--- config.mk ---
export PLATFORM = sky130hd
export DESIGN_NAME = dbg_tap_chainsel
export DESIGN_NICKNAME = d
export VERILOG_FILES = /design/src/rtl/dtap_pkg.sv /design/src/rtl/dtap_fsm.sv /design/src/rtl/dtap_ir.sv /design/src/rtl/dtap_dr.sv /design/src/rtl/dbg_tap_chainsel.sv
export SDC_FILE = /design/constraint.sdc
export NUM_CORES = 1
export LEC_CHECK = 0
export ABC_CLOCK_PERIOD_IN_PS = 1800
export BUFFER_PORTS_ARGS = -buffer_cell sky130_fd_sc_hd__buf_2
export CAP_MARGIN = 20
export CORE_AREA = 5 5 98 100
export CTS_CLUSTER_SIZE = 28
export DETAILED_ROUTE_END_ITERATION = 7
export DIE_AREA = 0 0 103 105
export GPL_ROUTABILITY_DRIVEN = 0
export PLACE_DENSITY = 0.72
export SYNTH_ARGS = -nofsm -noshare
export SYNTH_HDL_FRONTEND = slang
export SYNTH_SLANG_ARGS = --single-unit
--- constraint.sdc ---
create_clock -name tck -period 1.8 [get_ports tck]
set_input_delay 0.27 -clock tck [delete_from_list [all_inputs] [get_ports tck]]
set_output_delay 0.27 -clock tck [all_outputs]
set_load 0.02 [all_outputs]
--- src/rtl/dtap_pkg.sv ---
// Shared types and codes for the debug TAP.
// Assumes a 5-bit instruction register; chain widths are module parameters.
package dtap_pkg;

    localparam int IR_W = 5;

    typedef enum logic [3:0] {
        ST_TLR, ST_IDLE,
        ST_SEL_DR, ST_CAP_DR, ST_SH_DR, ST_EX1_DR, ST_PA_DR, ST_EX2_DR, ST_UPD_DR,
        ST_SEL_IR, ST_CAP_IR, ST_SH_IR, ST_EX1_IR, ST_PA_IR, ST_EX2_IR, ST_UPD_IR
    } tap_state_t;

    localparam logic [IR_W-1:0] OP_WRITE   = 5'h00;
    localparam logic [IR_W-1:0] OP_CHSEL   = 5'h02;
    localparam logic [IR_W-1:0] OP_READ    = 5'h0C;
    localparam logic [IR_W-1:0] OP_XFERSEL = 5'h1D;
    localparam logic [IR_W-1:0] OP_BYPASS  = 5'h1F;
    localparam logic [IR_W-1:0] IR_CAPVAL  = 5'b00001;

    typedef enum logic [1:0] {PATH_SEL, PATH_STAT, PATH_BYP} dr_path_t;

endpackage

--- src/rtl/dtap_fsm.sv ---
// TAP controller state register and next-state decode.
// Assumes trst_n is synchronous to tck and active low.
module dtap_fsm
    import dtap_pkg::*;
(
    input  logic       tck,
    input  logic       trst_n,
    input  logic       tms,
    output tap_state_t state
);
    tap_state_t nxt;
    logic [2:0] hi_run;

    // next-state decode per the standard TMS graph
    always_comb begin
        case (state)
            ST_TLR:    nxt = tms ? ST_TLR    : ST_IDLE;
            ST_IDLE:   nxt = tms ? ST_SEL_DR : ST_IDLE;
            ST_SEL_DR: nxt = tms ? ST_SEL_IR : ST_CAP_DR;
            ST_CAP_DR: nxt = tms ? ST_EX1_DR : ST_SH_DR;
            ST_SH_DR:  nxt = tms ? ST_EX1_DR : ST_SH_DR;
            ST_EX1_DR: nxt = tms ? ST_UPD_DR : ST_PA_DR;
            ST_PA_DR:  nxt = tms ? ST_EX2_DR : ST_PA_DR;
            ST_EX2_DR: nxt = tms ? ST_UPD_DR : ST_SH_DR;
            ST_UPD_DR: nxt = tms ? ST_SEL_DR : ST_IDLE;
            ST_SEL_IR: nxt = tms ? ST_TLR    : ST_CAP_IR;
            ST_CAP_IR: nxt = tms ? ST_EX1_IR : ST_SH_IR;
            ST_SH_IR:  nxt = tms ? ST_EX1_IR : ST_SH_IR;
            ST_EX1_IR: nxt = tms ? ST_UPD_IR : ST_PA_IR;
            ST_PA_IR:  nxt = tms ? ST_EX2_IR : ST_PA_IR;
            ST_EX2_IR: nxt = tms ? ST_UPD_IR : ST_SH_IR;
            ST_UPD_IR: nxt = tms ? ST_SEL_DR : ST_IDLE;
            default:   nxt = ST_TLR;
        endcase
    end

    // state register with synchronous test reset
    always_ff @(posedge tck) begin
        if (!trst_n) state <= ST_TLR;
        else         state <= nxt;
    end

    // checker: run length of consecutive TMS-high edges, saturating at 4
    always_ff @(posedge tck) begin
        if (!trst_n)   hi_run <= 3'd0;
        else if (!tms) hi_run <= 3'd0;
        else if (hi_run != 3'd4) hi_run <= hi_run + 3'd1;
    end

    assert_trst_to_tlr_R1: assert property (@(posedge tck)
        !trst_n |=> state == ST_TLR);

    assert_five_high_tlr_R2: assert property (@(posedge tck) disable iff (!trst_n)
        (tms && hi_run == 3'd4) |=> state == ST_TLR);

endmodule

--- src/rtl/dtap_ir.sv ---
// Instruction register: capture, serial shift (LSB first) and parallel update.
// Assumes the controller state comes from dtap_fsm on the same tck edge.
module dtap_ir
    import dtap_pkg::*;
(
    input  logic            tck,
    input  logic            trst_n,
    input  tap_state_t      state,
    input  logic            tdi,
    output logic [IR_W-1:0] ir,
    output logic            ir_lsb
);
    logic [IR_W-1:0] ir_sr;

    // shift stage: capture fixed value, then shift in from tdi
    always_ff @(posedge tck) begin
        if (!trst_n)                ir_sr <= IR_CAPVAL;
        else if (state == ST_CAP_IR) ir_sr <= IR_CAPVAL;
        else if (state == ST_SH_IR)  ir_sr <= {tdi, ir_sr[IR_W-1:1]};
    end

    // active instruction: BYPASS on reset, load on Update-IR
    always_ff @(posedge tck) begin
        if (!trst_n || state == ST_TLR) ir <= OP_BYPASS;
        else if (state == ST_UPD_IR)     ir <= ir_sr;
    end

    assign ir_lsb = ir_sr[0];

    assert_ir_capture_R3: assert property (@(posedge tck) disable iff (!trst_n)
        state == ST_CAP_IR |=> ir_sr == 5'b00001);

    assert_ir_stable_R3: assert property (@(posedge tck) disable iff (!trst_n)
        (state != ST_UPD_IR && state != ST_TLR) |=> $stable(ir));

endmodule

--- src/rtl/dtap_dr.sv ---
// Data-register side: chain-select register, status chain and 1-bit bypass.
// Assumes ir is stable through a DR scan (it only changes at Update-IR).
module dtap_dr
    import dtap_pkg::*;
#(
    parameter int SEL_W      = 5,
    parameter int STAT_W     = 32,
    parameter int STAT_CHAIN = 1,
    parameter int ITR_CHAIN  = 4
) (
    input  logic             tck,
    input  logic             trst_n,
    input  tap_state_t       state,
    input  logic [IR_W-1:0]  ir,
    input  logic             tdi,
    output logic [SEL_W-1:0] chain_sel,
    output logic             dr_lsb
);
    localparam logic [SEL_W-1:0] SEL_CHECK = SEL_W'(1) << (SEL_W - 1);
    localparam logic [SEL_W-1:0] STAT_ID   = SEL_W'(STAT_CHAIN);
    localparam logic [SEL_W-1:0] ITR_ID    = SEL_W'(ITR_CHAIN);

    logic [SEL_W-1:0]  screg, sel_sr;
    logic [STAT_W-1:0] stat_reg, stat_sr;
    logic              byp;
    dr_path_t          path;

    // pick the data path from the instruction and stored chain
    always_comb begin
        if (ir == OP_CHSEL)
            path = PATH_SEL;
        else if ((ir == OP_READ || ir == OP_WRITE) && screg == STAT_ID)
            path = PATH_STAT;
        else
            path = PATH_BYP;
    end

    // chain-select shift stage with link-check capture
    always_ff @(posedge tck) begin
        if (!trst_n)                                      sel_sr <= '0;
        else if (path == PATH_SEL && state == ST_CAP_DR)  sel_sr <= SEL_CHECK;
        else if (path == PATH_SEL && state == ST_SH_DR)   sel_sr <= {tdi, sel_sr[SEL_W-1:1]};
    end

    // stored chain number, changed only at Update-DR
    always_ff @(posedge tck) begin
        if (!trst_n || state == ST_TLR)                   screg <= '0;
        else if (path == PATH_SEL && state == ST_UPD_DR)  screg <= sel_sr;
    end

    // status chain shift stage
    always_ff @(posedge tck) begin
        if (!trst_n)                                      stat_sr <= '0;
        else if (path == PATH_STAT && state == ST_CAP_DR) stat_sr <= stat_reg;
        else if (path == PATH_STAT && state == ST_SH_DR)  stat_sr <= {tdi, stat_sr[STAT_W-1:1]};
    end

    // status register, written by the write instruction at Update-DR
    always_ff @(posedge tck) begin
        if (!trst_n) stat_reg <= '0;
        else if (path == PATH_STAT && ir == OP_WRITE && state == ST_UPD_DR)
            stat_reg <= stat_sr;
    end

    // single-bit path for every unmodelled chain
    always_ff @(posedge tck) begin
        if (!trst_n)                                     byp <= 1'b0;
        else if (path == PATH_BYP && state == ST_CAP_DR) byp <= 1'b0;
        else if (path == PATH_BYP && state == ST_SH_DR)  byp <= tdi;
    end

    // serial output mux
    always_comb begin
        case (path)
            PATH_SEL:  dr_lsb = sel_sr[0];
            PATH_STAT: dr_lsb = stat_sr[0];
            default:   dr_lsb = byp;
        endcase
    end

    assign chain_sel = (ir == OP_XFERSEL) ? ITR_ID : screg;

    assert_sel_capture_R4: assert property (@(posedge tck) disable iff (!trst_n)
        (state == ST_CAP_DR && ir == OP_CHSEL) |=> sel_sr == SEL_CHECK);

    assert_screg_update_R5: assert property (@(posedge tck) disable iff (!trst_n)
        (state != ST_UPD_DR && state != ST_TLR) |=> $stable(screg));

    assert_stat_write_R6: assert property (@(posedge tck) disable iff (!trst_n)
        (ir != OP_WRITE || state != ST_UPD_DR) |=> $stable(stat_reg));

endmodule

--- src/rtl/dbg_tap_chainsel.sv ---
// Debug TAP top: controller, instruction register, chain paths,
// falling-edge TDO and the execute strobe on qualifying Idle entry.
// Assumes trst_n is synchronous to tck; TDO is driven 0 outside shift states.
module dbg_tap_chainsel
    import dtap_pkg::*;
#(
    parameter int SEL_W      = 5,
    parameter int STAT_W     = 32,
    parameter int STAT_CHAIN = 1,
    parameter int ITR_CHAIN  = 4,
    parameter int DTR_CHAIN  = 5
) (
    input  logic             tck,
    input  logic             trst_n,
    input  logic             tms,
    input  logic             tdi,
    output logic             tdo,
    output logic [SEL_W-1:0] chain_sel,
    output logic             exec_strobe
);
    tap_state_t      state;
    logic [IR_W-1:0] ir;
    logic            ir_lsb, dr_lsb, was_idle, exec_ok;

    dtap_fsm u_fsm (.tck(tck), .trst_n(trst_n), .tms(tms), .state(state));

    dtap_ir u_ir (.tck(tck), .trst_n(trst_n), .state(state), .tdi(tdi),
                  .ir(ir), .ir_lsb(ir_lsb));

    dtap_dr #(.SEL_W(SEL_W), .STAT_W(STAT_W), .STAT_CHAIN(STAT_CHAIN),
              .ITR_CHAIN(ITR_CHAIN))
        u_dr (.tck(tck), .trst_n(trst_n), .state(state), .ir(ir), .tdi(tdi),
              .chain_sel(chain_sel), .dr_lsb(dr_lsb));

    // remember whether the previous cycle was already in Idle
    always_ff @(posedge tck) begin
        if (!trst_n) was_idle <= 1'b0;
        else         was_idle <= (state == ST_IDLE);
    end

    // execution qualifier: transfer chains under an executing instruction
    always_comb begin
        exec_ok = (ir == OP_READ || ir == OP_WRITE || ir == OP_XFERSEL) &&
                  (chain_sel == SEL_W'(ITR_CHAIN) || chain_sel == SEL_W'(DTR_CHAIN));
    end

    assign exec_strobe = (state == ST_IDLE) && !was_idle && exec_ok;

    // serial output launched on the falling edge
    always_ff @(negedge tck) begin
        if (!trst_n)                tdo <= 1'b0;
        else if (state == ST_SH_IR) tdo <= ir_lsb;
        else if (state == ST_SH_DR) tdo <= dr_lsb;
        else                        tdo <= 1'b0;
    end

    assert_single_pulse_R8: assert property (@(posedge tck) disable iff (!trst_n)
        exec_strobe |=> !exec_strobe);

    assert_pulse_chain_R9: assert property (@(posedge tck) disable iff (!trst_n)
        exec_strobe |-> (chain_sel == SEL_W'(ITR_CHAIN) || chain_sel == SEL_W'(DTR_CHAIN)));

    assert_pulse_idle_R8: assert property (@(posedge tck) disable iff (!trst_n)
        exec_strobe |-> state == ST_IDLE);

endmodule

* Word-level counts from Yosys, hierarchy flattened *
Index checks and enable logic that the tools add are counted.

operators by class
  add/sub/neg operators = 0
  $mul = 0
  div/mod/pow operators = 0
  order comparisons = 0
  equality and inequality tests = 23
  shift operators = 0
  mux-type cells = 23
  bitwise operators = 1
  reduce and logical (&&, ||, !) cells = 30

operators with widths
  operator            count
  $mux 32             2
  $pmux 4 s12         1
  $eq 4x4->1 const B  8
  $eq 4x3->1 const B  4
  $mux 4              4
  $mux 5              3
  $logic_and 1x1->1   13
  $eq 5x3->1 const B  2
  $mux 2              5
  $reduce_or 2->1     5
  $eq 4x2->1 const B  2
  $mux 3              2
  $eq 5x1->1 const B  1
  $eq 5x2->1 const B  1
  $eq 5x4->1 const B  1
  $eq 5x5->1 const B  1
  $logic_not 5->1     1
  $mux 1              5
  $eq 4x1->1 const B  1
  $logic_not 4->1     1
  $logic_or 1x1->1    4
  $reduce_bool 2->1   2
  $reduce_or 3->1     1
  $eq 2x1->1 const B  1
  5 further kinds     6

storage, ports and cells
  register bits = 91
  latch bits = 0
  memory bits (writable) = 0
  bits in read-only memories = 0
  input bits = 4
  output and inout port bits = 7
  memories kept = 0

* Longest topological paths before layout *
Gate-level depths: netlist of run 1.

  word-level depth = 9
  depth in mapped cells = 8
  depth with buffers taken out = 4

* Cells and area by module *
Synthesis of run 1 repeated with hierarchy kept, for this count alone.

unflattened totals
  cells, all modules = 450
  area total of the unflattened synthesis = 4215.3 um^2

modules (own cells, without submodules)
  module            times used  cells each  area each (um^2)  sequential area each (um^2)
  dtap_dr           1           358         3345.7            1501.4
  dtap_ir           1           36          407.9             200.2
  dtap_fsm          1           40          327.8             80.1
  dbg_tap_chainsel  1           16          133.9             40.0

==> results.sh, run 1 <==
export IMPL_status="finished with violations"
export IMPL_violations="setup timing"
export IMPL_slowest_stage="dfxtp_2"
export IMPL_nets=486
export IMPL_required_ns=1.18
export IMPL_clk_latency_ns=0.40
export IMPL_wire_per_inst_microns=16.26
export IMPL_ys_flop_type="dfxtp_1"
export IMPL_grt_overflow=0
export IMPL_vias_per_cell=5.923
export IMPL_grt_pass1_vias=3377
export IMPL_setup_violations=14
export IMPL_holdPathStages=3
export IMPL_synth_async_reset_ratio_pct=0
export IMPL_hpwlAfterDp_mm=5.415
export IMPL_final_cell_mix="83 x dfxtp_1, 70 x a21oi_1, 46 x nand3_1, 40 x mux2i_1, 38 x buf_4"
export IMPL_grt_max_degree=71
export IMPL_die_w_microns=103
export IMPL_grt_antenna_before_repair=0
export IMPL_grt_usage_pct=18.10
export IMPL_holdPathEnd="u_fsm.state[3]$_SDFF_PN0_"
export IMPL_synthesis_instances=456
export IMPL_design_area_sq_um=4923
export IMPL_total_power_uw=3671
export IMPL_startpoint="u_dr.screg[1]$_SDFFE_PP0P_"
export IMPL_num_antenna_cells=0
export IMPL_crit_fanout=2
export IMPL_clock_sinks=91
export IMPL_numCtsBuffers=9
export IMPL_fill_cells=747
export IMPL_min_from="trst_n"
export IMPL_r2r_start="u_dr.screg[1]$_SDFFE_PP0P_"
export IMPL_place_worst_setup_slack_ns=-0.3276
export IMPL_cp_cell_sequence="nor4_4 -> buf_4 -> nand4b_1 -> nand4_1 -> a31oi_1"
export IMPL_maxSlewHeadroom_pct=46.82
export IMPL_slew_violations=0
export IMPL_tritoncts="yes"
export IMPL_clk_path_buf_depth=2
export IMPL_tightest_slew_ns=0.7977
export IMPL_maxCapViolCount=0
export IMPL_detail_route_antenna_nets=0
export IMPL_cp_arrival_ns=1.52
export IMPL_final_layout_size_suffix_gt1_share_pct=25.05
export IMPL_yosys_warnings=0
export IMPL_setup_ws_ns=-0.3382
export IMPL_r2r_end="tdo$_SDFF_NN0_"
export IMPL_max_stage_delay_ns=0.35
export IMPL_synth_nets=460
export IMPL_route_vias_total=3524
export IMPL_area_growth_syn_to_layout_pct=18.35
export IMPL_start_util_pct=48.41
export IMPL_first_pass_iters=4
export IMPL_drtIter0Drc=276
export IMPL_worstRegToRegCells=5
export IMPL_clk_pin_slew_ns=0.11
export IMPL_num_rows=34
export IMPL_netlist_area_sq_um=4160
export IMPL_core_sq_um=8593
export IMPL_ys_ff_latch=91
export IMPL_routed_wl_mm=9.675
export IMPL_fin_util_pct=57.29
export IMPL_ctsHoldBuffers=0
export IMPL_ir_drop_v=0.0004383
export IMPL_hold_viol_final=0
export IMPL_seq_area_frac_synth_pct=43.79
export IMPL_grt_pass1_wl_mm=16.04
export IMPL_synth_edff_count=0
export IMPL_drc=0
export IMPL_htreeDepth=3
export IMPL_die_h_microns=105
export IMPL_rrSetupSlack_ns=-0.34
export IMPL_syn_avg_cell_area_sq_um=9.123
export IMPL_p_leak_uw=0.001559
export IMPL_numPortBuffers=10
export IMPL_mostFrequentLayoutCell="dfxtp_1"
export IMPL_synth_cell_types=46
export IMPL_cp_start_kind="flop"
export IMPL_detailed_place_area_sq_um=4461
export IMPL_power_density_nw_per_um2=745.5
export IMPL_finClkSkew_ns=0.04279
export IMPL_cts_root_buf="clkbuf_8"
export IMPL_die_area_sq_um=10820
export IMPL_critical_path_class="flop to flop"
export IMPL_rsz0062_at_grt="true"
export IMPL_io_pins=11
export IMPL_end_kind="flop"
export IMPL_hold_path_class="input port to flop"
## how the worst max path moves through the flow
stage          depth (start not counted)  slack, ns             end
2_1_floorplan                          5      -0.44  tdo$_SDFF_NN0_
3_3_place_gp                           4      -0.32  tdo$_SDFF_NN0_
3_5_place_dp                           4      -0.33  tdo$_SDFF_NN0_
4_1_cts                                6      -0.29     exec_strobe
5_1_grt                                5      -0.39  tdo$_SDFF_NN0_
6_report                               5      -0.34  tdo$_SDFF_NN0_
## per-stage QoR
step	hold WS (ns)	instances	TNS, ns
finish	0.1862	595	-1.662
CTS	0.1711	591	-8.232
global route	0.1640	595	-3.803
global placement	0.4556	572	-4.418
floorplan	0.3963	456	-0.4360
detailed placement	0.4633	572	-6.972
## where the power goes
group          internal [uW]  switching [uW]
clock                    563             862
combinational           78.4             138
sequential              2020            8.66
total                   2660            1010
## cells in the mapped netlist (2+ instances only)
cell | count | share of area [%]
dfxtp_1 | 91 | 44
a21oi_1 | 70 | 8.4
nand3_1 | 46 | 5.5
mux2i_1 | 40 | 9.6
o21ai_0 | 29 | 3.5
a211oi_1 | 25 | 4.5
nand2_1 | 22 | 2.0
clkbuf_1 | 18 | 1.6
buf_2 | 14 | 1.7
nor2_1 | 11 | 0.99
a211oi_2 | 10 | 3.0
a21oi_2 | 10 | 2.1
buf_6 | 6 | 1.6
o21ai_1 | 6 | 0.72
and2_1 | 5 | 0.75
nor2b_1 | 5 | 0.75
nor3_1 | 5 | 0.60
inv_1 | 4 | 0.36
nand4_1 | 4 | 0.60
buf_12 | 3 | 1.4
buf_4 | 3 | 0.54
a311oi_1 | 2 | 0.42
a31oi_1 | 2 | 0.30
and3_1 | 2 | 0.30
o31ai_1 | 2 | 0.36
## critical path: cells and delay by family (launching register included)
family / cells / cell delay, ns
buffers and inverters: 1 / 0.16
AO/OA/AOI/OAI: 1 / 0.08
AND/OR/NAND/NOR: 3 / 0.55
flip-flops: 1 / 0.35
## layout make-up
type	instances	area, sq um	share of cell area (%)
multi-input cells	316	2131	43.28
clock inverters	8	82.58	1.677
repair buffers	59	604.3	12.27
flip-flops and latches	91	1832	37.20
clock buffers	9	123.9	2.516
inverters	4	15.01	0.3050
well taps	108	135.1	2.745
## logic make-up (layout without fill, tap and decap cells)
kind of cell	count (synthesis)	after routing	synth area share (%)
AOI/OAI and AO/OA	166	166	25.35
and+or+nand+nor	109	109	13.65
DFF	91	91	43.79
buffers and inverters	49	80	7.368
muxes	40	40	9.624
xor gates and xnor gates	1	1	0.2106
## metal layers
| metal | share of wire (%) | global-route usage (%) | vias to the layer above |
|---|---|---|---|
| met2 | 48 | 29.01 | 60 |
| met3 | 3.3 | 4.530 | 10 |
| li1 | - | - | 1732 |
| met1 | 47 | 24.02 | 1722 |
| met5 | 0 | 0 | - |
| met4 | 1.1 | 5.088 | 0 |
## repair_timing
item	4_1_cts	5_1_grt
endpoints found under the setup margin	73	73
resized for setup	31	13
buffers inserted	3	1
pin swaps	11	2
gates cloned	0	3
(Power assumes the default switching activity.)
==> run 2, diff against run 1 <==
Settings changed: CORE_AREA 5 5 98 100 to 5 5 84 124, DIE_AREA 0 0 103 105 to 0 0 89 129, PLACE_DENSITY 0.72 to 0.69, SYNTH_HIERARCHICAL set to 1.
==> run 2 against run 1 <==
Net effect: the run still ends with setup timing left; total power rose by 13%; final cell count rose by 1.5%; first-iteration DRC count rose by 17%; setup slack got worse by 0.33 ns; non-clock buffer count rose by 6; critical path type unchanged; largest power group unchanged.
==> results.sh, run 2 <==
export IMPL_status="finished with violations"
export IMPL_violations="setup timing"
export IMPL_drtIter0Drc=323
export IMPL_wire_per_inst_microns=16.68
export IMPL_num_rows=43
export IMPL_grt_overflow=0
export IMPL_cts_root_buf="clkbuf_16"
export IMPL_nets=491
export IMPL_final_cell_mix="82 x dfxtp_1, 54 x a21boi_1, 41 x buf_4, 39 x o21ai_1, 35 x nand3_1"
export IMPL_num_antenna_cells=0
export IMPL_critical_path_class="flop to flop"
export IMPL_synth_async_reset_ratio_pct=0
export IMPL_ys_flop_type="dfxtp_1"
export IMPL_die_h_microns=129
export IMPL_rsz0062_at_grt="true"
export IMPL_placed_cells=576
export IMPL_synthesis_instances=450
export IMPL_numPortBuffers=10
export IMPL_ir_drop_v=0.0005283
export IMPL_tritoncts="yes"
export IMPL_synth_edff_count=0
export IMPL_synth_nets=454
export IMPL_yosys_area_top_type_share_pct=43.22
export IMPL_yosysMostFrequentCell="dfxtp_1"
export IMPL_synthTopCellsByCount="91 x dfxtp_1, 53 x a21boi_1, 38 x o21ai_1, 37 x nand3_1, 32 x a22oi_1"
export IMPL_route_vias_total=3627
export IMPL_clk_latency_ns=0.39
export IMPL_synth_top_area_cell="dfxtp_1"
export IMPL_die_area_sq_um=11480
export IMPL_routed_wl_mm=10.08
export IMPL_power_density_nw_per_um2=816.2
export IMPL_clk_pin_slew_ns=0.06
export IMPL_final_layout_size_suffix_gt1_share_pct=23.78
export IMPL_ctsHoldBuffers=0
export IMPL_tightest_slew_ns=0.6226
export IMPL_required_ns=1.17
export IMPL_yosys_warnings=6
export IMPL_syn_avg_cell_area_sq_um=9.367
export IMPL_finClkSkew_ns=0.05477
export IMPL_htreeDepth=3
export IMPL_clk_path_buf_depth=2
export IMPL_setup_tns_ns=-14.74
export IMPL_grt_usage_pct=18.48
export IMPL_vias_per_cell=6.005
export IMPL_slew_violations=0
export IMPL_synth_cell_types=61
export IMPL_die_w_microns=89
export IMPL_first_pass_iters=5
export IMPL_setup_violations=73
export IMPL_maxSlewHeadroom_pct=58.49
export IMPL_hold_viol_final=0
export IMPL_seq_area_frac_synth_pct=43.22
export IMPL_instances_no_fill=604
export IMPL_area_growth_syn_to_layout_pct=20.39
export IMPL_mostFrequentLayoutCell="dfxtp_1"
export IMPL_grt_max_degree=75
export IMPL_ys_ff_latch=91
export IMPL_multi_input_area_sq_um=2176
export IMPL_cp_arrival_ns=1.85
export IMPL_end_kind="flop"
export IMPL_netlist_area_sq_um=4215
export IMPL_clock_sinks=91
export IMPL_grt_pass1_vias=3592
export IMPL_numCtsBuffers=9
export IMPL_crit_fanout=2
export IMPL_cp_start_kind="flop"
export IMPL_detail_route_antenna_nets=0
export IMPL_synth_area_leaders="dfxtp_1 43%, a21boi_1 9.4%, a22oi_1 5.7%"
export IMPL_hold_path_class="input port to flop"
export IMPL_start_util_pct=45.82
export IMPL_setup_ws_ns=-0.6730
export IMPL_io_pins=11
export IMPL_core_sq_um=9200
export IMPL_grt_antenna_before_repair=0
export IMPL_p_leak_uw=0.001856
export IMPL_drc=0
export IMPL_hpwlAfterDp_mm=5.986
export IMPL_fill_cells=807
export IMPL_maxCapViolCount=0
export IMPL_regArea_sq_um=1838
export IMPL_grt_pass1_wl_mm=16.93
-- run 2: report_power, final --
group / switching (uW) / leakage [uW] / internal, uW
Sequential: 9.51 / 0.000734 / 2020
Combinational: 116 / 0.000969 / 89.2
Clock: 749 / 0.000153 / 1160
Total: 875 / 0.00186 / 3270
-- run 2: repair_timing --
action | CTS | global route
endpoints found under the hold margin | 0 | 0
pin swaps | 9 | 4
setup buffers | 6 | 6
resized for setup | 15 | 16
setup endpoints to repair | 69 | 76
-- run 2: critical path, stage by stage (launching register included) --
cell and delay [ns]:
dfxtp_2 0.32, or4_4 0.54, or3_4 0.39, nand3_2 0.06, nand2_1 0.05, nand4b_1 0.08
a21boi_1 0.06
-- run 2: path summary, 6_finish.rpt --
path                                                    start                            end  slack (ns)  cells past startpoint
worst max-delay path                  u_ir/ir[1]$_SDFFE_PP1N_                 tdo$_SDFF_NN0_       -0.67                      6
worst min-delay path                                      tdi          u_dr/byp$_SDFFE_PP0P_        0.27                      3
worst max register to register        u_ir/ir[1]$_SDFFE_PP1N_                 tdo$_SDFF_NN0_       -0.67                      6
worst min register to register  u_dr/stat_reg[3]$_SDFFE_PN0P_  u_dr/stat_reg[3]$_SDFFE_PN0P_        0.47                      2
-- run 2: kinds of logic (layout without fill, tap and decap cells) --
logic type	count (synthesis)	after routing	share of synthesized area, %
DFF	91	91	43.22
muxes	16	16	3.799
and+or+nand+nor	108	108	15.97
buffers and inverters	45	87	6.322
xor gates and xnor gates	3	3	0.6234
AOI/OAI and AO/OA	187	187	30.07
-- run 2: per-stage QoR --
step                      util, %  area (sq um)  power [uW]  setup WS, ns  hold WS (ns)
after global placement      49.80          4582        2277       -0.7144        0.4594
after floorplan                 -          4248        2211        -1.038        0.4009
after global routing        55.16          5075        4315       -0.7171        0.2773
after detailed placement    49.80          4582        2280       -0.7413        0.4669
final                       55.16          5075        4142       -0.6730        0.2718
after CTS                   54.07          4975        4185       -0.6651        0.2586
-- run 2: cell type report --
| type | count | share of cell area [%] |
|---|---|---|
| clock buffer | 12 | 5.079 |
| timing repair buffer | 65 | 11.64 |
| clock inverter | 5 | 1.011 |
| tap | 112 | 2.761 |
| sequential | 91 | 36.22 |
| inverter | 5 | 0.4191 |
| multi-input combinational | 314 | 42.87 |
-- run 2: layer usage --
metal	vias to the layer above	part of all wire, %	wire, microns	track usage [%]
li1	1747	-	-	-
met1	1774	41	4125	21.89
met2	83	52	5289	31.28
met3	23	3.2	323	3.587
met4	0	3.4	340	9.290
met5	-	0	0	0
==> run 3, diff against run 2 <==
Settings changed: ABC_CLOCK_PERIOD_IN_PS 1800 to 2400.
Clock period 1.8 ns to 2.4 ns, I/O delays scaled along.
==> run 3 against run 2 <==
Net effect: design area decreased by 4.9%; largest cell class unchanged; the flow still finishes with violations (setup timing); critical endpoint unchanged; combinational power decreased by 31%; final cell count down 3.5%; flip-flop and latch count stayed put.
==> results.sh, run 3 (same netlist as run 2, synthesis figures left out) <==
export IMPL_die_w_microns=89
export IMPL_hpwlAfterDp_mm=5.747
export IMPL_clk_pin_slew_ns=0.06
export IMPL_numCtsBuffers=9
export IMPL_mostFrequentLayoutCell="dfxtp_1"
export IMPL_final_cell_mix="87 x dfxtp_1, 54 x a21boi_1, 38 x o21ai_1, 36 x nand3_1, 32 x a22oi_1"
export IMPL_cp_cell_sequence="or4b_4 -> or3_4 -> nand3_2 -> nand2_1 -> nand4b_1 -> a21boi_1"
export IMPL_numPortBuffers=10
export IMPL_core_sq_um=9200
export IMPL_final_layout_size_suffix_gt1_share_pct=18.47
export IMPL_wire_per_inst_microns=16.52
export IMPL_status="finished with violations"
export IMPL_clock_sinks=91
export IMPL_grt_pass1_wl_mm=16.44
export IMPL_drtIter0Drc=241
export IMPL_cts_root_buf="clkbuf_16"
export IMPL_grt_usage_pct=17.80
export IMPL_clk_latency_ns=0.39
export IMPL_io_pins=11
export IMPL_clkPwrFrac_pct=46.9
export IMPL_vias_per_cell=5.928
export IMPL_slew_violations=0
export IMPL_power_density_nw_per_um2=649.0
export IMPL_instances_no_fill=583
export IMPL_p_leak_uw=0.001746
export IMPL_hold_path_class="input port to flop"
export IMPL_drc=0
export IMPL_nets=471
export IMPL_clk_path_buf_depth=2
export IMPL_setup_ws_ns=-0.3561
export IMPL_required_ns=1.48
export IMPL_setup_violations=2
export IMPL_start_util_pct=45.82
export IMPL_finClkSkew_ns=0.06228
export IMPL_violations="setup timing"
export IMPL_p_seq_share_pct=48.6
export IMPL_max_stage_delay_ns=0.53
export IMPL_ir_drop_v=0.0005744
export IMPL_grt_antenna_before_repair=0
export IMPL_detail_route_antenna_nets=0
export IMPL_grt_max_degree=75
export IMPL_num_antenna_cells=0
export IMPL_num_rows=43
export IMPL_tritoncts="yes"
export IMPL_cp_arrival_ns=1.83
export IMPL_slowest_stage="or4b_4"
export IMPL_maxCapViolCount=0
export IMPL_end_kind="flop"
export IMPL_cp_start_kind="flop"
export IMPL_p_sw_uw=652.9
export IMPL_area_growth_syn_to_layout_pct=14.46
export IMPL_die_h_microns=129
export IMPL_htreeDepth=3
export IMPL_grt_overflow=0
export IMPL_ctsHoldBuffers=0
export IMPL_rsz0062_at_grt="true"
export IMPL_grt_pass1_vias=3504
export IMPL_swShare_pct=20.85
export IMPL_crit_fanout=2
export IMPL_first_pass_iters=5
export IMPL_die_area_sq_um=11480
export IMPL_placed_cells=568
export IMPL_holdWs_ns=0.3538
export IMPL_hold_viol_final=0
export IMPL_power_internal_uw=2478
export IMPL_maxSlewHeadroom_pct=59.09
export IMPL_routed_wl_mm=9.630
export IMPL_route_vias_total=3456
export IMPL_power_frac_comb_pct=4.5
export IMPL_tightest_slew_ns=0.6136
export IMPL_critical_path_class="flop to flop"
-- run 3: changes by cell type in the layout (fill, tap and decap cells not counted), moves of 2 or more --
cell     change
dfxtp_2      -3
buf_6       -11
buf_4       -10
dfxtp_4      -2
buf_2        +4
and2_1       +3
buf_12       -2
dfxtp_1      +5
and2_4       -3
-- run 3: per-stage QoR --
step	area [sq um]	TNS, ns	util [%]	power (uW)	setup WS [ns]
floorplan	4215	-0.7543	-	1660	-0.7543
global placement	4471	-0.4109	48.59	1697	-0.4109
detailed placement	4471	-0.4340	48.59	1700	-0.4340
CTS	4801	-0.3843	52.18	3164	-0.3669
global route	4825	-0.4914	52.44	3261	-0.3952
finish	4825	-0.3717	52.44	3131	-0.3561
-- run 3: final cells by class --
class	count	area (sq um)
clock buffers	10	229.0
clock inverters	6	82.58
fillers	829	4375
inverters	5	21.27
multi-input cells	314	2158
flip-flops and latches	91	1827
well taps	112	140.1
repair buffers	45	366.6
-- run 3: critical path: cells and delay by family, from the launching register on --
family	cells	cell delay, ns
flops	1	0.32
compound gates	1	0.06
simple gates	5	1.12
-- run 3: path summary, 6_finish.rpt --
check | from | to | slack, ns | cells after the start
worst max-delay path | u_dr/screg[2]$_SDFFE_PP0P_ | tdo$_SDFF_NN0_ | -0.36 | 6
worst min-delay path | tdi | u_ir/ir_sr[4]$_SDFFE_PP0N_ | 0.35 | 3
worst max register to register | u_dr/screg[2]$_SDFFE_PP0P_ | tdo$_SDFF_NN0_ | -0.36 | 6
worst min register to register | u_dr/stat_reg[11]$_SDFFE_PN0P_ | u_dr/stat_reg[11]$_SDFFE_PN0P_ | 0.47 | 2
-- run 3: layer usage --
| metal | vias up | share of wire, % | GRT usage, % | wire (microns) |
|---|---|---|---|---|
| met4 | 0 | 2.5 | 7.975 | 240 |
| li1 | 1695 | - | - | - |
| met5 | - | 0 | 0 | 0 |
| met2 | 63 | 53 | 30.36 | 5063 |
| met1 | 1676 | 42 | 21.31 | 4052 |
| met3 | 22 | 2.8 | 3.459 | 274 |
-- run 3: what timing repair did --
| item | CTS | global route |
|---|---|---|
| setup endpoints to repair | 3 | 3 |
| gates resized for setup | 9 | 6 |
| setup buffers | 0 | 0 |
| pin swaps | 3 | 1 |
-- run 3: power groups by stage --
stage / Sequential [uW] / Combinational, uW / Clock (uW)
finish: 1520 / 142 / 1470
global route: 1520 / 154 / 1590
CTS: 1520 / 141 / 1500
detailed placement: 1550 / 141 / 5.22
global placement: 1550 / 137 / 5.22
floorplan: 1560 / 91.0 / 5.22
